**src/rtl/ddr_mrs_pkg.sv**
```systemverilog
package ddr_mrs_pkg;

  typedef struct packed {
    logic cs_n;
    logic ras_n;
    logic cas_n;
    logic we_n;
  } ddr_cmd_t;

  localparam ddr_cmd_t CMD_DESEL = 4'b1111;
  localparam ddr_cmd_t CMD_NOP   = 4'b0111;
  localparam ddr_cmd_t CMD_LMR   = 4'b0000;

  typedef enum logic [1:0] {
    ST_IDLE,
    ST_PEND_EXT,
    ST_PEND_BASE,
    ST_FINAL
  } seq_state_t;

  typedef struct packed {
    logic       dll_off;
    logic       drv_red;
    logic       cl_half;
    logic [1:0] burst_sel;
  } mrs_cfg_t;

endpackage

```
**src/rtl/ddr_mrs_words.sv**
```systemverilog
module ddr_mrs_words
  import ddr_mrs_pkg::*;
#(
  parameter int ADDR_W = 13
) (
  input  mrs_cfg_t          cfg,
  output logic [ADDR_W-1:0] ext_word,
  output logic [ADDR_W-1:0] base_word
);

  always_comb begin
    ext_word    = '0;
    ext_word[0] = cfg.dll_off;
    ext_word[1] = cfg.drv_red;
  end

  always_comb begin
    base_word = '0;
    unique case (cfg.burst_sel)
      2'b01:   base_word[2:0] = 3'b001;
      2'b10:   base_word[2:0] = 3'b011;
      default: base_word[2:0] = 3'b010;
    endcase
    base_word[3]   = 1'b0;
    base_word[6:4] = cfg.cl_half ? 3'b110 : 3'b010;
  end

endmodule

```
**src/rtl/ddr_mrs_countdown.sv**
```systemverilog
module ddr_mrs_countdown #(
  parameter int W = 4
) (
  input  logic         clk,
  input  logic         rst,
  input  logic         load,
  input  logic [W-1:0] load_val,
  output logic         zero_o
);

  logic [W-1:0] cnt_q;

  always_ff @(posedge clk) begin
    if (rst)              cnt_q <= '0;
    else if (load)        cnt_q <= load_val;
    else if (cnt_q != '0) cnt_q <= cnt_q - W'(1);
  end

  assign zero_o = (cnt_q == '0);

endmodule

```
**src/rtl/ddr_mrs_seq.sv**
```systemverilog
module ddr_mrs_seq
  import ddr_mrs_pkg::*;
#(
  parameter int ADDR_W      = 13,
  parameter int BA_W        = 2,
  parameter int TMRD_W      = 4,
  parameter int SETTLE_CLKS = 200
) (
  input  logic              clk,
  input  logic              rst,
  input  logic              start_i,
  input  logic              cfg_dll_off_i,
  input  logic              cfg_drv_reduced_i,
  input  logic              cfg_cl_half_i,
  input  logic [1:0]        cfg_burst_sel_i,
  input  logic              banks_idle_i,
  input  logic [TMRD_W-1:0] tmrd_i,
  output logic              cs_n_o,
  output logic              ras_n_o,
  output logic              cas_n_o,
  output logic              we_n_o,
  output logic [BA_W-1:0]   ba_o,
  output logic [ADDR_W-1:0] addr_o,
  output logic              busy_o,
  output logic              read_ok_o
);

  localparam int SETTLE_W = $clog2(SETTLE_CLKS);
  localparam logic [SETTLE_W-1:0] SETTLE_LOAD = SETTLE_W'(SETTLE_CLKS - 1);
  localparam logic [BA_W-1:0] BA_EXT  = BA_W'(1);
  localparam logic [BA_W-1:0] BA_BASE = BA_W'(0);

  seq_state_t        state_q, state_d;
  mrs_cfg_t          cfg_q;
  ddr_cmd_t          cmd_q, cmd_d;
  logic [BA_W-1:0]   ba_q, ba_d;
  logic [ADDR_W-1:0] addr_q, addr_d;
  logic              busy_q;
  logic              ok_q, run_q;

  logic [ADDR_W-1:0] ext_word, base_word;
  logic              gap_zero, settle_zero;
  logic              start_ok, pending, issue, emr_dll_on;
  logic [TMRD_W-1:0] tmrd_load, gap_val;

  assign start_ok   = (state_q == ST_IDLE) && start_i;
  assign pending    = (state_q == ST_PEND_EXT) || (state_q == ST_PEND_BASE);
  assign issue      = pending && banks_idle_i && gap_zero;
  assign emr_dll_on = issue && (state_q == ST_PEND_EXT) && !cfg_q.dll_off;
  assign tmrd_load  = (tmrd_i == '0) ? '0 : tmrd_i - TMRD_W'(1);
  assign gap_val    = issue ? tmrd_load : '0;

  ddr_mrs_words #(.ADDR_W(ADDR_W)) u_words (
    .cfg       (cfg_q),
    .ext_word  (ext_word),
    .base_word (base_word)
  );

  ddr_mrs_countdown #(.W(TMRD_W)) u_gap (
    .clk      (clk),
    .rst      (rst),
    .load     (issue || start_ok),
    .load_val (gap_val),
    .zero_o   (gap_zero)
  );

  ddr_mrs_countdown #(.W(SETTLE_W)) u_settle (
    .clk      (clk),
    .rst      (rst),
    .load     (emr_dll_on),
    .load_val (SETTLE_LOAD),
    .zero_o   (settle_zero)
  );

  always_comb begin
    state_d = state_q;
    cmd_d   = CMD_NOP;
    ba_d    = '0;
    addr_d  = '0;
    unique case (state_q)
      ST_IDLE: begin
        cmd_d = start_i ? CMD_NOP : CMD_DESEL;
        if (start_i) state_d = ST_PEND_EXT;
      end
      ST_PEND_EXT: begin
        if (issue) begin
          cmd_d   = CMD_LMR;
          ba_d    = BA_EXT;
          addr_d  = ext_word;
          state_d = ST_PEND_BASE;
        end
      end
      ST_PEND_BASE: begin
        if (issue) begin
          cmd_d   = CMD_LMR;
          ba_d    = BA_BASE;
          addr_d  = base_word;
          state_d = ST_FINAL;
        end
      end
      ST_FINAL: begin
        if (gap_zero) begin
          cmd_d   = CMD_DESEL;
          state_d = ST_IDLE;
        end
      end
      default: state_d = ST_IDLE;
    endcase
  end

  always_ff @(posedge clk) begin
    if (rst) begin
      state_q <= ST_IDLE;
      cmd_q   <= CMD_DESEL;
      ba_q    <= '0;
      addr_q  <= '0;
      busy_q  <= 1'b0;
    end else begin
      state_q <= state_d;
      cmd_q   <= cmd_d;
      ba_q    <= ba_d;
      addr_q  <= addr_d;
      busy_q  <= (state_d != ST_IDLE);
    end
  end

  always_ff @(posedge clk) begin
    if (rst) begin
      cfg_q <= '0;
    end else if (start_ok) begin
      cfg_q <= '{dll_off:   cfg_dll_off_i,
                 drv_red:   cfg_drv_reduced_i,
                 cl_half:   cfg_cl_half_i,
                 burst_sel: cfg_burst_sel_i};
    end
  end

  always_ff @(posedge clk) begin
    if (rst || start_ok) begin
      run_q <= 1'b0;
      ok_q  <= 1'b0;
    end else if (emr_dll_on) begin
      run_q <= 1'b1;
    end else if (run_q && settle_zero) begin
      run_q <= 1'b0;
      ok_q  <= 1'b1;
    end
  end

  assign cs_n_o    = cmd_q.cs_n;
  assign ras_n_o   = cmd_q.ras_n;
  assign cas_n_o   = cmd_q.cas_n;
  assign we_n_o    = cmd_q.we_n;
  assign ba_o      = ba_q;
  assign addr_o    = addr_q;
  assign busy_o    = busy_q;
  assign read_ok_o = ok_q;

endmodule

```
**config.mk**
```make
export PLATFORM = sky130hd
export DESIGN_NAME = ddr_mrs_seq
export DESIGN_NICKNAME = d
export VERILOG_FILES = /design/src/rtl/ddr_mrs_pkg.sv /design/src/rtl/ddr_mrs_words.sv /design/src/rtl/ddr_mrs_countdown.sv /design/src/rtl/ddr_mrs_seq.sv
export SDC_FILE = /design/constraint.sdc
export NUM_CORES = 1
export LEC_CHECK = 0
export BUFFER_PORTS_ARGS = -buffer_cell sky130_fd_sc_hd__clkbuf_2
export CAP_MARGIN = 20
export CORE_MARGIN = 2
export CORE_UTILIZATION = 61
export CTS_CLUSTER_DIAMETER = 30
export DETAILED_ROUTE_END_ITERATION = 8
export PLACE_DENSITY = 0.81
export SETUP_SLACK_MARGIN = 0.1
export SYNTH_ARGS = -nofsm -noshare
export SYNTH_HDL_FRONTEND = slang
export SYNTH_HIERARCHICAL = 1
export SYNTH_SLANG_ARGS = --single-unit
```
**constraint.sdc**
```tcl
create_clock -name clk -period 5.6 [get_ports clk]
set_input_delay 0.28 -clock clk [delete_from_list [all_inputs] [get_ports clk]]
set_output_delay 0.28 -clock clk [all_outputs]
set_load 0.01 [all_outputs]
```
==> summary.md, run 1 <==
| Metric | Value |
|---|---|
| Status | `completed` |
| Tcrit/Tclk final | `43.0%` |
| CTS Buffer Depth | `2` |
| Clock Skew | `0.00921 ns` |
| Via/cell ratio | `~4.9` |
| Register bit total from synthesis | `38` |
| Final core occ | `68.1%` |
| Sequential area share after synthesis | `34.7%` |
| Clk_lat worst skew | `between 0.3 and 0.4 ns` |
| Mux contribution to synthesized area | `0.970%` |
| Leakage | `0.978 nW` |
| Asr flop ratio synth | `0%` |
| Main combinational cell family by area after synthesis | `simple AND/OR/NAND/NOR gates` |
| Hold slack | `0.152 ns` |
| Max_cap viols | `0` |
| Die ar. | `roughly 4100 sq um` |
| Dpl cells | `310` |
| Crit. End Element | `register` |
| Placed Area | `~2200 sq um` |
| Finished Cell Area | `around 2300 sq um` |
| Crit path DAT | `2.62 ns` |
| Synth Area in XOR/XNOR | `3.20%` |
| H-tree Lvls | `2` |
| Drt pass-1 iters | `4` |
| GRT overflow | `0` |
| Die Span Y | `approximately 64 um` |
| Drc violations | `0` |
| Post-synthesis compound-gate area fraction | `approximately 18%` |
| Post-synthesis adder-cell area fraction | `between 6 and 7%` |
| Hold-fix buffers, CTS | `0` |
| Total number of vias | `1573` |
| Setup TNS | `0 ns` |
| Worst setup margin | `3.19 ns` |
| Number of global-route vias before repair | `~1500` |
| Final ANT Viol Nets | `0` |
| Crit Path Class | `register to register` |
| IO Pins | `34` |
| Peak VDD IR | `0.273 mV` |
| Core Area | `3390 sq um` |
| CTS tree | `done` |
| Total routed wirelength | `3580 um` |
| Cell Pwr Density | `390 nW/um^2` |
| Tot Pwr | `0.902 mW` |
| Post-layout min period | `2.41 ns` |
| RSZ-0062 raised after global routing | `no` |
| Netlist Area Pre-Place | `between 2000 and 2500 sq um` |
| Initial antenna violation count | `0` |
| Starting density of the core | `64.7%` |
| Min-delay worst type | `input pin to register` |
| Max-slew headroom | `approximately 48%` |
| Num Clock Sinks | `38` |
| CTS root buf | `clkbuf_4` |
| First-pass GRT wire length | `6310 um` |
| Fmax | `415 MHz` |
| Syn avg cell area | `about 9.0 sq um` |
| Largest net degree at the start of global routing | `31` |
| Share of post-route cells with drive strength above 1 | `about a quarter` |
| Layout Nets | `295` |
| Placer Congestion | `0.800` |
| # resized after CTS | `0` |
| Worst-margin pin slew | `0.771 ns` |
| Top FF cell, synth | `dfxtp_1` |
| Port Buffer Count | `32` |
| Global Route Usage Sum | `19.7%` |
| Worst slack at placement | `roughly 3.2 ns` |
| Kind of start point of the critical path | `register` |
| Synth unique cells | `53` |
| EDFF count, synth | `0` |
| Setup Viol. Count Final | `0` |
| Pins Over Slew Limit | `0` |
| Crit path max fanout | `14` |
| Total CTS buffers | `5` |
| Post-Syn Instances | `244` |
| Final non-filler cell total | `318` |
| DP HPWL | `between 2000 and 3000 um` |
| WL per Instance | `between 10 and 15 um` |
| Std cell rows | `21` |
| Area growth, synth to finish | `5.37%` |
| Simple-Gate Fraction of Synth Area | `21.1%` |
| Setup repair bufs after CTS | `0` |
| DR iter-0 viols | `47` |
| Yosys warning count | `6` |
| Clock Pin Slew Worst Setup and Hold Paths | `0.11 ns` |
| # diodes | `0` |
| Worst EP required | `between 5 and 6 ns` |
| Die width | `63.9 um` |
| Hold Violations, Final | `0` |
state kept, by name, summed over array words and instances, names as in the netlist:
name and count:
ba_o 1, state_q 2, run_q 1, read_ok_o 1
ras_n_o 1, cfg_q 5, u_gap/cnt_q 4, addr_o 13
busy_o 1, cs_n_o 1, u_settle/cnt_q 8
where the power goes:
| part | switching (mW) | internal [mW] | total [mW] |
|---|---|---|---|
| Sequential | 0.0434 | 0.315 | 0.359 |
| Clock | 0.0875 | 0.0947 | 0.182 |
| Combinational | 0.193 | 0.168 | 0.361 |
| Total | 0.324 | 0.578 | 0.902 |
synth_stat cells (2+ instances only):
cell | n | share of area [%]
and4_1 | 2 | 0.80
a211oi_1 | 2 | 0.68
nor2b_1 | 4 | 1.1
nand3_1 | 6 | 1.4
or2_2 | 2 | 0.57
nor2_2 | 10 | 2.9
nor3_1 | 8 | 1.8
nor2_1 | 15 | 2.6
a21oi_1 | 7 | 1.6
o32ai_1 | 5 | 2.0
buf_6 | 3 | 1.5
clkbuf_1 | 4 | 0.68
a22oi_2 | 10 | 5.7
nand2_1 | 22 | 3.8
o22ai_1 | 3 | 0.86
a21o_1 | 3 | 1.0
conb_1 | 4 | 0.68
ha_1 | 11 | 6.3
buf_4 | 28 | 9.6
xnor2_1 | 7 | 2.8
buf_2 | 2 | 0.46
dfxtp_1 | 38 | 35
a22oi_1 | 3 | 1.0
inv_1 | 16 | 2.7
cell usage in the layout (no fill, tap or decap), types with 2 or more instances in the layout:
master	Yosys	layout
a22oi_1	3	3
conb_1	4	30
a211oi_1	2	2
dfxtp_1	38	38
clkbuf_4	0	5
inv_1	16	16
clkbuf_1	4	2
and4_1	2	2
o32ai_1	5	5
a21oi_1	7	7
xnor2_1	7	7
nor3_1	8	8
nor2_1	15	15
or2_2	2	2
clkbuf_2	0	32
a21o_1	3	3
ha_1	11	11
nor2b_1	4	4
nand3_1	6	6
o22ai_1	3	3
nand2_1	22	22
a22oi_2	10	10
nor2_2	10	10
layer usage:
metal / track usage, % / vias to the layer above / wire (um)
li1: - / 834 / -
met1: 24.6 / 705 / 1670
met2: 33.2 / 29 / 1710
met4: 6.52 / 0 / 51
met3: 4.75 / 5 / 154
met5: 0 / - / 0
final timing paths:
check	slack (ns)	end	startpoint	cells after the start
worst min-delay path	0.15	cfg_q[0]	cfg_burst_sel_i[0]	3
worst max register to register	3.19	u_settle/cnt_q[5]	u_gap/cnt_q[0]	7
worst max-delay path	3.19	u_settle/cnt_q[5]	u_gap/cnt_q[0]	7
worst min register to register	0.47	cfg_q[1]	cfg_q[1]	2
cell families after synthesis:
kind of cell,Yosys count
AND/OR/NAND/NOR,82
buffers and inverters,54
AO/OA/AOI/OAI,45
flip-flops,38
adder cells (fa/ha/maj),11
XOR/XNOR,8
other,4
multiplexers,2
cell type report:
class / count / area, sq um
clock inverter: 1 / 30.0
clock buffer: 7 / 45.0
sequential: 38 / 761
multi-input combinational: 178 / 1200
tap: 46 / 57.6
inverter: 16 / 60.1
timing repair buffer: 32 / 160
fill: 298 / 1080
worst max-delay path: stages, from the launching register on:
cell	delay, ns
dfxtp_1	0.33
inv_1	0.08
ha_1	0.19
nor3b_4	0.42
nand4_1	0.24
nor2_1	0.64
or2_2	0.27
o32ai_1	0.09
Power figures use the tool's default switching activity.
==> run 2, diff against run 1 <==
- ABC_AREA: default -> 1
- CORE_UTILIZATION: 61 -> 57
- PLACE_DENSITY: 0.81 -> 0.76
- clock period: 5.6 -> 2.34 ns (I/O delays scaled with it)
==> run 2 against run 1 <==
Effect of this change:
- routed wire length rose by 1.7%
- utilization decreased by 4.1 points
- clock skew shrank 0.00066 ns
- synthesized cell count grew 23%
- hold slack worse by 0.068 ns
- non-clock buffer count increased by 2
- critical endpoint is now u_settle/cnt_q[1]
- highest routed layer unchanged
==> summary.md, run 2 <==
| Metric | Value |
|---|---|
| Status | `completed` |
| Leakage | `1.12 nW` |
| Post-synthesis adder-cell area fraction | `6.35%` |
| Synth top cells by count | `70 x nand2_1, 38 x dfxtp_1, 32 x inv_1, 32 x nor2_1, 27 x buf_4` |
| EDFF count, synth | `0` |
| Placed Area | `around 2300 sq um` |
| Register-to-Register Path Depth | `13` |
| Worst hold stages | `3` |
| CP Depth | `13` |
| Drt pass-1 iters | `4` |
| Number of global-route vias before repair | `1631` |
| Most common cell after layout, fill and taps aside | `nand2_1` |
| WL per Instance | `9.50 um` |
| Top post-synthesis cells by area | `dfxtp_1 35%, nand2_1 12%, buf_4 9.4%` |
| Min-delay worst type | `input pin to register` |
| Hold-fix buffers, CTS | `0` |
| Kind of start point of the critical path | `register` |
| Post-synthesis compound-gate area fraction | `about 11%` |
| Most frequent cell after synthesis | `nand2_1` |
| Mux contribution to synthesized area | `0%` |
| Post-layout min period | `1.96 ns` |
| Slowest stage cell on the critical path | `dfxtp_1` |
| GRT overflow | `0` |
| Initial antenna violation count | `0` |
| Register bit total from synthesis | `38` |
| Drc violations | `0` |
| Syn avg cell area | `7.25 sq um` |
| Netlist Area Pre-Place | `2170 sq um` |
| Setup repair bufs after CTS | `0` |
| Fmax | `510 MHz` |
| Crit path DAT | `2.15 ns` |
| Total number of vias | `1747` |
| Area growth, synth to finish | `8.26%` |
| Layout Nets | `359` |
| Clock Pin Slew Worst Setup and Hold Paths | `roughly 0.080 ns` |
| Global Route Usage Sum | `19.4%` |
| Crit Path Class | `register to register` |
| DR iter-0 viols | `83` |
| Cells along the critical path | `inv_1 > ha_1 > nand2_1 > nor2_2 > nand3_4 > nor2_4 > nand2_1 > inv_2 > inv_2 > nand2_2 > inv_2 > nor2_1 > nor2_1` |
| Cell mode on critical path | `inv_2` |
| Via/cell ratio | `4.56` |
| Top delay family on crit path | `simple AND/OR/NAND/NOR gates` |
| Max_cap viols | `0` |
| Slowest stage delay, CP | `0.33 ns` |
| Setup Viol. Count Final | `0` |
| Total CTS buffers | `5` |
| Sequential area share after synthesis | `35.1%` |
| IO Pins | `34` |
| Simple-Gate Fraction of Synth Area | `27.4%` |
| Port Buffer Count | `32` |
| Clock Skew | `about 0.0085 ns` |
| Core Area | `3660 sq um` |
| Total routed wirelength | `between 3000 and 4000 um` |
| # diodes | `0` |
| Setup TNS | `0 ns` |
| Pins Over Slew Limit | `0` |
| Crit. End Element | `register` |
| Std cell rows | `22` |
| Clk_lat worst skew | `0.29 ns` |
| RSZ-0062 raised after global routing | `no` |
| Hold Violations, Final | `0` |
| First-pass GRT wire length | `6460 um` |
| Worst EP required | `2.53 ns` |
| Starting density of the core | `roughly three fifths` |
| Commonest non-fill, non-tap cells in the layout | `70 x nand2_1, 38 x dfxtp_1, 32 x clkbuf_2` |
| Num Clock Sinks | `38` |
| Largest register FFs | `13` |
| Post-Syn Instances | `299` |
| Peak VDD IR | `0.375 mV` |
| Die ar. | `4310 sq um` |
| Yosys top cell area share | `approximately a third` |
| Largest net degree at the start of global routing | `14` |
| Top FF cell, synth | `dfxtp_1` |
| CTS tree | `done` |
| Synth unique cells | `29` |
| Asr flop ratio synth | `0%` |
| CTS Buffer Depth | `2` |
| Yosys warning count | `6` |
| Cell taking the most area after synthesis | `dfxtp_1` |
| Cell Pwr Density | `868 nW/um^2` |
| Final core occ | `64.1%` |
| Main combinational cell family by area after synthesis | `simple AND/OR/NAND/NOR gates` |
| Synth Area in XOR/XNOR | `approximately 2.0%` |
| Die Span Y | `65.7 um` |
| DP HPWL | `2830 um` |
| CTS root buf | `clkbuf_8` |
| Finished Cell Area | `2350 sq um` |
| WP buf/inv | `4` |
| Final ANT Viol Nets | `0` |
| Tcrit/Tclk final | `between 80 and 90%` |
| H-tree Lvls | `2` |
| Die width | `65.7 um` |
| Crit path max fanout | `9` |
| Share of post-route cells with drive strength above 1 | `19.7%` |
| Placer Congestion | `~0.93` |
| # resized after CTS | `0` |
run 2: changes by cell type in the layout (fill, tap and decap cells not counted), moves of 5 or more:
cell,change
nand2_1,+48
nor2_2,-7
a22oi_2,-10
clkbuf_8,+5
inv_1,+15
nor2_1,+16
clkbuf_4,-5
nand3_1,+7
o32ai_1,-5
o21ai_0,+11
a21oi_2,+10
a21oi_1,+8
run 2: layer usage:
metal | vias up | part of all wire (%) | GRT usage, %
met2 | 46 | 47 | 34.8
li1 | 946 | - | -
met5 | - | 0 | 0
met4 | 0 | 1.8 | 7.81
met1 | 749 | 46 | 21.8
met3 | 6 | 4.8 | 4.62
run 2: area by class of cell:
cell class                 count  area [sq um]
clock inverter                 2          10.0
sequential                    38           761
inverter                      36           135
tap                           48          60.1
clock buffer                   5          68.8
timing repair buffer          34           175
multi-input combinational    220          1140
fill                         325          1320
run 2: path summary, 6_finish.rpt:
path                        to               from  slack, ns
max reg2reg  u_settle/cnt_q[1]     u_gap/cnt_q[0]       0.38
min reg2reg          read_ok_o          read_ok_o       0.47
max          u_settle/cnt_q[1]     u_gap/cnt_q[0]       0.38
min                   cfg_q[3]  cfg_drv_reduced_i       0.08
run 2: metrics by stage:
stage / hold slack (ns) / worst slack (ns) / cells / power [mW]
after floorplan: 0.186 / 0.404 / 325 / 1.50
after global placement: 0.382 / 0.344 / 376 / 1.60
after detailed placement: 0.391 / 0.232 / 376 / 1.62
after CTS: 0.0785 / 0.206 / 383 / 2.05
after global routing: 0.107 / 0.144 / 383 / 2.20
final: 0.0840 / 0.378 / 383 / 2.04
run 2: kinds of logic after synthesis:
family / after synthesis
xor gates and xnor gates: 5
and+or+nand+nor: 133
adders and majority gates: 11
DFF: 38
buffers and inverters: 67
other: 4
AOI/OAI and AO/OA: 41
run 2: worst register-to-register path, cell delays in order, from the launching register on:
cell	delay, ns
dfxtp_1	0.33
inv_1	0.11
ha_1	0.25
nand2_1	0.11
nor2_2	0.18
nand3_4	0.15
nor2_4	0.11
nand2_1	0.09
inv_2	0.15
inv_2	0.08
nand2_2	0.11
inv_2	0.05
nor2_1	0.09
nor2_1	0.06
run 2: power breakdown:
group	internal [mW]	switching (mW)	leakage [nW]	total [mW]
combinational	0.293	0.503	0.768	0.797
clock	0.200	0.222	0.0438	0.422
sequential	0.743	0.0749	0.311	0.818
==> run 3, diff against run 2 <==
- ABC_AREA: 1 -> 0
- clock period: 2.34 -> 1.9 ns (I/O delays scaled with it)
==> run 3 against run 2 <==
Effect of this change:
- non-clock buffer count grew 13
- clock-buffer cell count grew 1
- sequential share of layout area shrank 2.2 points
- sequential power grew 30%
- hold slack lost 0.044 ns
- register-to-register slack lost 0.25 ns
- critical path depth shrank 7
- power grew 51%
- die area grew 1.1%
- sequential cell count is the same
- combinational power grew 66%
- largest power group is now combinational cells
==> summary.md, run 3 (synthesis results as in run 1) <==
| Metric | Value |
|---|---|
| Crit. End Element | `register` |
| Status | `completed` |
| Hold slack | `0.0401 ns` |
| Setup TNS | `0 ns` |
| Min-delay worst type | `input pin to register` |
| Grt peak-use layer | `met2` |
| First-pass GRT wire length | `about 6600 um` |
| Port Buffer Count | `32` |
| Total CTS buffers | `5` |
| Hold Violations, Final | `0` |
| Crit path max fanout | `7` |
| Fill count | `approximately 330` |
| Pins Over Slew Limit | `0` |
| Placer Congestion | `~0.90` |
| Clock Skew | `0.00164 ns` |
| Clock Pin Slew Worst Setup and Hold Paths | `0.07 ns` |
| CTS Buffer Depth | `2` |
| DR iter-0 viols | `between 90 and 100` |
| RSZ-0062 raised after global routing | `no` |
| Area growth, synth to finish | `14.8%` |
| Layout Nets | `310` |
| Drt pass-1 iters | `4` |
| Placed Area | `2320 sq um` |
| Peak VDD IR | `0.756 mV` |
| Num Clock Sinks | `38` |
| Largest register FFs | `13` |
| IO Pins | `34` |
| Starting density of the core | `59.4%` |
| Std cell rows | `22` |
| Commonest non-fill, non-tap cells in the layout | `38 x dfxtp_1, 32 x clkbuf_2, 30 x conb_1` |
| H-tree Lvls | `2` |
| CTS tree | `done` |
| Die Span Y | `66.0 um` |
| Via/cell ratio | `5.05` |
| # diodes | `0` |
| GRT met3 Usage | `5.11%` |
| Final ANT Viol Nets | `0` |
| Post-layout min period | `1.77 ns` |
| Cell Pwr Density | `1220 nW/um^2` |
| Max_cap viols | `0` |
| Drc violations | `0` |
| Tot Pwr | `3.07 mW` |
| Die ar. | `4360 sq um` |
| GR Layer Usage met1 | `between 20% and 30%` |
| Number of global-route vias before repair | `1537` |
| Most common cell after layout, fill and taps aside | `dfxtp_1` |
| Crit Path Class | `register to register` |
| Hold-fix buffers, CTS | `0` |
| Worst EP required | `2.09 ns` |
| Initial antenna violation count | `0` |
| GRT overflow | `0` |
| Finished Cell Area | `2520 sq um` |
| Core Area | `3690 sq um` |
| Share of post-route cells with drive strength above 1 | `around 33%` |
| Total routed wirelength | `4080 um` |
| Tcrit/Tclk final | `about 93%` |
| Leakage | `1.07 nW` |
| Total number of vias | `approximately 1700` |
| Grt met2 use | `34.1%` |
| DP HPWL | `2780 um` |
| Clk_lat worst skew | `0.29 ns` |
| Global Route Usage Sum | `19.6%` |
| Die width | `around 66 um` |
| Fmax | `564 MHz` |
| Kind of start point of the critical path | `register` |
| WL per Instance | `~12 um` |
| Setup Viol. Count Final | `0` |
| CTS root buf | `clkbuf_8` |
| Largest net degree at the start of global routing | `25` |
| Crit path DAT | `1.96 ns` |
-- run 3: cell types whose count changed in the layout (fill, tap and decap cells not counted), moves of 11 or more --
cell | previous run | this run
buf_4 | 2 | 14
nand2_1 | 70 | 21
inv_1 | 31 | 15
o21ai_0 | 12 | 1
nor2_1 | 31 | 14
-- run 3: routing by layer --
metal,vias up,wire length (um)
li1,857,-
met1,778,1830
met2,43,2000
met3,9,180
met4,0,72
met5,-,0
-- run 3: timing repair --
action	4_1_cts	5_1_grt
buffers inserted	0	5
gates resized for setup	0	10
endpoints found under the setup margin	0	13
-- run 3: metrics by stage --
step / util [%] / setup slack, ns / instances
2_1_floorplan: - / 0.105 / 270
3_3_place_gp: 62.8 / 0.127 / 322
3_5_place_dp: 62.8 / 0.117 / 322
4_1_cts: 65.9 / 0.101 / 329
5_1_grt: 68.2 / 0.0598 / 334
6_report: 68.2 / 0.127 / 334
-- run 3: critical path: stages (launching register included) --
cell and delay (ns):
dfxtp_1 0.38, inv_1 0.13, ha_4 0.29, nand4_1 0.14, nor2_2 0.08, or2_2 0.36
o32ai_1 0.30
-- run 3: final timing paths --
path | start | to | slack [ns] | cells past startpoint
max | state_q[0] | u_settle/cnt_q[4] | 0.13 | 6
min | cfg_drv_reduced_i | cfg_q[3] | 0.04 | 3
max reg2reg | state_q[0] | u_settle/cnt_q[4] | 0.13 | 6
min reg2reg | cfg_q[0] | cfg_q[0] | 0.46 | 2
-- run 3: power breakdown --
group / internal (mW) / total, mW / switching, mW / leakage (nW)
clock network: 0.420 / 0.692 / 0.273 / 0.0573
registers: 0.930 / 1.06 / 0.129 / 0.310
logic: 0.658 / 1.32 / 0.662 / 0.707
total: 2.01 / 3.07 / 1.06 / 1.07
-- run 3: cell type report --
class	count	area [sq um]	area share (%)
multi-input combinational	178	1250	49.6
tap	48	60.1	2.39
sequential	38	761	30.2
inverter	16	60.1	2.39
clock buffer	6	82.6	3.28
timing repair buffer	47	277	11.0
clock inverter	1	30.0	1.19
